--- config.mk ---
export PLATFORM = sky130hd
export DESIGN_NAME = victim_buf
export DESIGN_NICKNAME = d
export VERILOG_FILES = /design/src/rtl/vbuf_pkg.sv /design/src/rtl/vbuf_match.sv /design/src/rtl/vbuf_lru.sv /design/src/rtl/vbuf_wb.sv /design/src/rtl/victim_buf.sv
export SDC_FILE = /design/constraint.sdc
export NUM_CORES = 1
export LEC_CHECK = 0
export ABC_AREA = 1
export BUFFER_PORTS_ARGS = -buffer_cell sky130_fd_sc_hd__buf_2
export CELL_PAD_IN_SITES_DETAIL_PLACEMENT = 1
export CELL_PAD_IN_SITES_GLOBAL_PLACEMENT = 1
export CORE_UTILIZATION = 46
export DETAILED_ROUTE_END_ITERATION = 6
export PLACE_DENSITY_LB_ADDON = 0.1
export SETUP_SLACK_MARGIN = 0.1
export SLEW_MARGIN = 15
export SYNTH_ARGS = -nofsm -noshare
export SYNTH_HDL_FRONTEND = slang
export SYNTH_SLANG_ARGS = --single-unit
--- constraint.sdc ---
create_clock -name clk -period 14.15 [get_ports clk]
set_input_delay 0.7075 -clock clk [delete_from_list [all_inputs] [get_ports clk]]
set_output_delay 0.7075 -clock clk [all_outputs]
set_load 0.01 [all_outputs]
--- src/rtl/vbuf_pkg.sv ---
package vbuf_pkg;
  typedef enum logic [2:0] {
    ACT_IDLE,
    ACT_DROP,
    ACT_SWAP,
    ACT_FILL,
    ACT_REPL,
    ACT_STALL
  } vb_act_e;
endpackage

--- src/rtl/vbuf_match.sv ---
module vbuf_match #(
  parameter int DEPTH  = 4,
  parameter int ADDR_W = 26,
  localparam int IDX_W = (DEPTH > 1) ? $clog2(DEPTH) : 1
) (
  input  logic [DEPTH-1:0]             vld_i,
  input  logic [DEPTH-1:0][ADDR_W-1:0] tag_i,
  input  logic [ADDR_W-1:0]            addr_i,
  output logic                         hit_o,
  output logic [IDX_W-1:0]             idx_o
);
  logic [DEPTH-1:0] cmp;

  for (genvar g = 0; g < DEPTH; g++) begin : g_cmp
    assign cmp[g] = vld_i[g] && (tag_i[g] == addr_i);
  end

  always_comb begin
    idx_o = '0;
    for (int j = DEPTH - 1; j >= 0; j--) begin
      if (cmp[j]) idx_o = IDX_W'(j);
    end
  end

  assign hit_o = |cmp;
endmodule

--- src/rtl/vbuf_lru.sv ---
module vbuf_lru #(
  parameter int DEPTH = 4,
  localparam int IDX_W = (DEPTH > 1) ? $clog2(DEPTH) : 1
) (
  input  logic             clk,
  input  logic             rst_n,
  input  logic [DEPTH-1:0] vld_i,
  input  logic             touch_en,
  input  logic [IDX_W-1:0] touch_idx,
  input  logic             drop_en,
  input  logic [IDX_W-1:0] drop_idx,
  output logic [IDX_W-1:0] victim_idx,
  output logic [IDX_W-1:0] free_idx,
  output logic             any_free
);
  localparam logic [IDX_W-1:0] AGE_MAX = IDX_W'(DEPTH - 1);

  logic [DEPTH-1:0][IDX_W-1:0] age_q, age_d;
  logic [IDX_W-1:0] ref_age;

  // rank 0 = most recent; a fresh slot counts as the oldest rank
  always_comb begin
    ref_age = vld_i[touch_idx] ? age_q[touch_idx] : AGE_MAX;
    age_d   = age_q;
    if (touch_en) begin
      for (int j = 0; j < DEPTH; j++) begin
        if (IDX_W'(j) == touch_idx)             age_d[j] = '0;
        else if (vld_i[j] && age_q[j] < ref_age) age_d[j] = age_q[j] + 1'b1;
      end
    end else if (drop_en) begin
      for (int j = 0; j < DEPTH; j++) begin
        if (vld_i[j] && age_q[j] > age_q[drop_idx]) age_d[j] = age_q[j] - 1'b1;
      end
    end
  end

  always_ff @(posedge clk or negedge rst_n) begin
    if (!rst_n) age_q <= '0;
    else if (touch_en || drop_en) age_q <= age_d;
  end

  always_comb begin
    victim_idx = '0;
    free_idx   = '0;
    any_free   = 1'b0;
    for (int j = DEPTH - 1; j >= 0; j--) begin
      if (vld_i[j] && age_q[j] == AGE_MAX) victim_idx = IDX_W'(j);
      if (!vld_i[j]) begin
        free_idx = IDX_W'(j);
        any_free = 1'b1;
      end
    end
  end

  for (genvar g = 0; g < DEPTH; g++) begin : g_chk
    p_age_bound_r6 : assert property (@(posedge clk) disable iff (!rst_n)
      vld_i[g] |-> (int'(age_q[g]) < $countones(vld_i)));
  end
endmodule

--- src/rtl/vbuf_wb.sv ---
module vbuf_wb #(
  parameter int ADDR_W = 26,
  parameter int DATA_W = 64
) (
  input  logic              clk,
  input  logic              rst_n,
  input  logic              load_i,
  input  logic [ADDR_W-1:0] addr_i,
  input  logic [DATA_W-1:0] data_i,
  input  logic              ready_i,
  output logic              valid_o,
  output logic [ADDR_W-1:0] addr_o,
  output logic [DATA_W-1:0] data_o,
  output logic              can_load_o
);
  logic valid_q, valid_d;
  logic [ADDR_W-1:0] addr_q;
  logic [DATA_W-1:0] data_q;

  assign can_load_o = !valid_q || ready_i;

  always_comb begin
    valid_d = valid_q;
    if (load_i)                  valid_d = 1'b1;
    else if (valid_q && ready_i) valid_d = 1'b0;
  end

  always_ff @(posedge clk or negedge rst_n) begin
    if (!rst_n) valid_q <= 1'b0;
    else        valid_q <= valid_d;
  end

  always_ff @(posedge clk) begin
    if (load_i) begin
      addr_q <= addr_i;
      data_q <= data_i;
    end
  end

  assign valid_o = valid_q;
  assign addr_o  = addr_q;
  assign data_o  = data_q;

  p_wb_hold_r8 : assert property (@(posedge clk) disable iff (!rst_n)
    (valid_o && !ready_i) |=> (valid_o && $stable(addr_o) && $stable(data_o)));
endmodule

--- src/rtl/victim_buf.sv ---
module victim_buf
  import vbuf_pkg::*;
#(
  parameter int DEPTH  = 4,
  parameter int ADDR_W = 26,
  parameter int DATA_W = 64
) (
  input  logic              clk,
  input  logic              rst_n,
  input  logic              lookup_valid,
  input  logic [ADDR_W-1:0] lookup_addr,
  output logic              hit,
  output logic [DATA_W-1:0] hit_data,
  output logic              hit_dirty,
  input  logic              evict_valid,
  input  logic [ADDR_W-1:0] evict_addr,
  input  logic [DATA_W-1:0] evict_data,
  input  logic              evict_dirty,
  output logic              evict_ready,
  output logic              wb_valid,
  output logic [ADDR_W-1:0] wb_addr,
  output logic [DATA_W-1:0] wb_data,
  input  logic              wb_ready
);
  localparam int IDX_W = (DEPTH > 1) ? $clog2(DEPTH) : 1;

  logic [DEPTH-1:0]             vld_q, vld_d;
  logic [DEPTH-1:0][ADDR_W-1:0] tag_q;
  logic [DEPTH-1:0][DATA_W-1:0] dat_q;
  logic [DEPTH-1:0]             drt_q;

  logic             match_hit, lk_hit;
  logic [IDX_W-1:0] hit_idx, victim_idx, free_idx, wr_idx;
  logic             any_free, wb_can_load, wb_load, wr_en;
  vb_act_e          act;

  vbuf_match #(.DEPTH(DEPTH), .ADDR_W(ADDR_W)) match_i (
    .vld_i(vld_q), .tag_i(tag_q), .addr_i(lookup_addr),
    .hit_o(match_hit), .idx_o(hit_idx)
  );

  vbuf_lru #(.DEPTH(DEPTH)) lru_i (
    .clk(clk), .rst_n(rst_n), .vld_i(vld_q),
    .touch_en(wr_en), .touch_idx(wr_idx),
    .drop_en(act == ACT_DROP), .drop_idx(hit_idx),
    .victim_idx(victim_idx), .free_idx(free_idx), .any_free(any_free)
  );

  vbuf_wb #(.ADDR_W(ADDR_W), .DATA_W(DATA_W)) wb_i (
    .clk(clk), .rst_n(rst_n), .load_i(wb_load),
    .addr_i(tag_q[victim_idx]), .data_i(dat_q[victim_idx]),
    .ready_i(wb_ready), .valid_o(wb_valid), .addr_o(wb_addr),
    .data_o(wb_data), .can_load_o(wb_can_load)
  );

  assign lk_hit    = lookup_valid && match_hit;
  assign hit       = lk_hit;
  assign hit_data  = dat_q[hit_idx];
  assign hit_dirty = drt_q[hit_idx];

  assign evict_ready = lk_hit || any_free || !drt_q[victim_idx] || wb_can_load;

  always_comb begin
    act = ACT_IDLE;
    if (lk_hit && evict_valid)  act = ACT_SWAP;
    else if (lk_hit)            act = ACT_DROP;
    else if (evict_valid) begin
      if (any_free)             act = ACT_FILL;
      else if (evict_ready)     act = ACT_REPL;
      else                      act = ACT_STALL;
    end
  end

  always_comb begin
    wr_en   = (act == ACT_SWAP) || (act == ACT_FILL) || (act == ACT_REPL);
    wb_load = (act == ACT_REPL) && drt_q[victim_idx];
    unique case (act)
      ACT_SWAP: wr_idx = hit_idx;
      ACT_FILL: wr_idx = free_idx;
      default:  wr_idx = victim_idx;
    endcase
    vld_d = vld_q;
    if (act == ACT_DROP) vld_d[hit_idx] = 1'b0;
    if (wr_en)           vld_d[wr_idx]  = 1'b1;
  end

  always_ff @(posedge clk or negedge rst_n) begin
    if (!rst_n) vld_q <= '0;
    else        vld_q <= vld_d;
  end

  always_ff @(posedge clk) begin
    if (wr_en) begin
      tag_q[wr_idx] <= evict_addr;
      dat_q[wr_idx] <= evict_data;
      drt_q[wr_idx] <= evict_dirty;
    end
  end

  p_hit_gated_r3 : assert property (@(posedge clk) disable iff (!rst_n)
    hit |-> lookup_valid);
  p_drop_clears_r4 : assert property (@(posedge clk) disable iff (!rst_n)
    (act == ACT_DROP) |=> !vld_q[$past(hit_idx)]);
  p_swap_no_wb_r5 : assert property (@(posedge clk) disable iff (!rst_n)
    (lk_hit && evict_valid) |-> (!wb_load && evict_ready));
  p_stall_keeps_r9 : assert property (@(posedge clk) disable iff (!rst_n)
    (evict_valid && !evict_ready) |=> $stable(vld_q));
endmodule

==> impl_metrics.toml <==
[logic_synthesis]
synth_flop_cell = "edfxtp_1"
seq_area_frac_synth_pct = 66.1
ys_ff_latch = 467
syn-num-nets = 2085
ys_warn_count = 0
syn-cell-area_um2 = 21100
synth_edf_count = 454
synth.avg_cell_area_um2 = 10.8
async_flop_share_pct = 2.78
netlist_instances = 1951
synthDistinctLibCells = 42

[clock_tree]
cts_resized = 0
cts_setup_buffers = 0
cts_tree = "done"
hold_buffers = 0
clock_latency_ps = 590
cts_num_sinks = 467
cts_buffer_depth = 3
clkTransAtPathRegs_ps = 70
cts_root_buf = "clkbuf_16"
cts_buffers = 52
htreeDepth = 2

[timing]
max_freq_mhz = 203
maxSlewViolCount = 0
final-hold-violation-count = 0
worst_clock_skew_ps = 14.6
hold_slack_ps = 22.1
fin_crit_ps = 4920
setup_viol = 0
tns_ps = 0
grt_setup_unrepaired = "no"
worstMarginPinSlew_ps = 1090
period_share_pct = 34.8
finalWorstSetupSlack_ps = 9230
maxSlewHeadroom_pct = 27.6

[route]
drt_first_pass_iters = 5
wl_mm = 66.6
detail-route-antenna-nets = 0
drt_iter0_drc = 1261
post-route-drc-count = 0
via_per_inst = 5.69
wl_per_cell_um = 23.3
num_vias = 16300

[critical_path]
arrival_ps = 5390
slowest_stage = "buf_4"
critPathLaunchType = "flip-flop"
crit_chain = "ha_1 > nand2_1 > a32oi_2 > buf_4 > nor2_4 > buf_4 > inv_4 > nand2_1 > nand3_1 > nand2_1 > nor2_1 > nand2_1 > nand2_1 > nor2_4 > buf_4 > buf_4 > inv_2 > o21ai_0 > inv_2 > nand3_1 > nand2_1"
critPathMaxFanout = 64
required_ps = 14620
cpPeakStageDelay_ps = 870
cp-end-kind = "flip-flop"
cpMostUsedCell = "nand2_1"
critPathKind = "flip-flop to flip-flop"

[cells_and_area]
drive_above_1_share_pct = 20.3
area_delta_synth_final_pct = 17.6
nets = 2345
fin_util_pct = 54.8
final_cells = 2855
stdcell_area_um2 = 24800

[global_routing]
grt_pass1_vias = 17200
grt_max_degree = 85
grt_pass1_wl_mm = 99.8
grt.overflow.total = 0
grt_antenna_before_repair = 10
grt_usage_pct = 28.2

[floorplanning]
fp.dieW_um = 216
ios = 280
core_um2 = 45300
fp-row-count = 78
dieArea_um2 = 46700
start_util_pct = 46.6
die_y_um = 216

[pwr]
ir_drop_uv = 136
p_total_mw = 5.71
p_leak_nw = 9.52
power.density_nw_per_um2 = 230

[place]
dp_slack_ps = 9070
gp_congestion = 0.888
portBuffers = 279
placedCellCount = 2757
dpl_cell_area_um2 = 23100
place_hpwl_mm = 41.6

[min_path]
holdCritPathClass = "input port to async pin"

[status]
outcome = "finished clean"

[run]
cap_violations = 0
[critical path: cells and delay by family, from the launching register on]
family | cells | cell delay [ps]
and+or+nand+nor | 11 | 1350
buffers and inverters | 7 | 2470
DFF | 1 | 460
adders and majority gates | 1 | 230
AOI/OAI and AO/OA | 2 | 250
[final cells by class]
cell class / count / area [um2]
sequential: 467 / 14000
clock inverter: 29 / 312
antenna: 5 / 12.5
timing repair buffer: 302 / 1570
clock buffer: 64 / 1370
inverter: 152 / 577
multi-input combinational: 1236 / 6260
tap: 600 / 751
fill: 4928 / 20500
[power by group]
| group | switching (mW) | leakage [nW] | internal [mW] |
|---|---|---|---|
| registers | 0.200 | 4.33 | 2.12 |
| clock network | 0.542 | 0.819 | 0.808 |
| logic | 1.43 | 4.37 | 0.603 |
[synthesized netlist by cell type (3+ instances only)]
| cell type | count | area (um2) |
|---|---|---|
| edfxtp_1 | 454 | 13600 |
| nand2_1 | 355 | 1330 |
| nor2_1 | 322 | 1210 |
| o21ai_0 | 232 | 1160 |
| inv_1 | 113 | 424 |
| clkbuf_1 | 84 | 315 |
| a22oi_1 | 65 | 488 |
| o32ai_1 | 64 | 561 |
| nand3_1 | 38 | 190 |
| inv_2 | 33 | 124 |
| a21oi_1 | 25 | 125 |
| xnor2_1 | 25 | 219 |
| nand2_2 | 16 | 100 |
| a31oi_1 | 15 | 93.8 |
| dfrtp_1 | 13 | 325 |
| ha_1 | 12 | 150 |
| nand2_4 | 10 | 113 |
| nand4_1 | 10 | 62.6 |
| xor2_1 | 9 | 78.8 |
| buf_1 | 8 | 30.0 |
| o211ai_1 | 8 | 60.1 |
| nor2_2 | 6 | 37.5 |
| clkinv_1 | 5 | 18.8 |
| o22ai_1 | 5 | 31.3 |
| buf_2 | 3 | 15.0 |
| nor3_1 | 3 | 15.0 |
| o21ai_1 | 3 | 15.0 |
[logic make-up after synthesis]
family | share of synthesized area [%]
AND/OR/NAND/NOR | 14.8
AO/OA/AOI/OAI | 12.5
buffers and inverters | 4.45
XOR/XNOR | 1.41
flip-flops | 66.1
adder cells (fa/ha/maj) | 0.711
[sequential cells by signal (all words and copies together) (netlist names)]
name / cells
dat_q: 256
drt_q: 4
lru_i.age_q: 8
tag_q: 104
vld_q: 4
wb_i.addr_o: 26
wb_i.data_o: 64
wb_i.valid_o: 1
[placed cells by master, fill, tap and decap left out, types with 9 or more instances in the layout]
cell,instances
a22oi_1,65
dfrtp_1,13
a21oi_1,25
inv_1,111
inv_2,34
a31oi_1,15
clkbuf_16,53
nand4_1,10
nor2_1,318
o32ai_1,64
xnor2_1,25
edfxtp_1,454
clkbuf_1,11
nand3_1,37
xor2_1,9
buf_2,279
ha_1,12
nand2_4,10
nand2_1,355
clkinv_1,16
buf_4,23
nand2_2,16
o21ai_0,232
clkinv_2,9
[layer usage]
layer	vias up	wire [um]	GRT usage (%)
met5	-	71	0
met4	10	1810	9.44
met3	128	4410	5.04
met2	544	32900	48.4
met1	8178	27400	36.1
li1	7390	-	-
[worst paths after layout]
path                                      from        endpoint  slack [ps]  depth (start not counted)
worst max-delay path            lru_i.age_q[5]  lru_i.age_q[0]        9230                         21
worst min-delay path                     rst_n  lru_i.age_q[4]          20                          1
worst max register to register  lru_i.age_q[5]  lru_i.age_q[0]        9230                         21
worst min register to register  lru_i.age_q[6]  lru_i.age_q[6]         590                          2
max in group asynchronous                rst_n  lru_i.age_q[0]       13850                          1
min in group clk                evict_data[44]      dat_q[108]         330                          1
No activity file was read; power rests on OpenSTA's default activity.
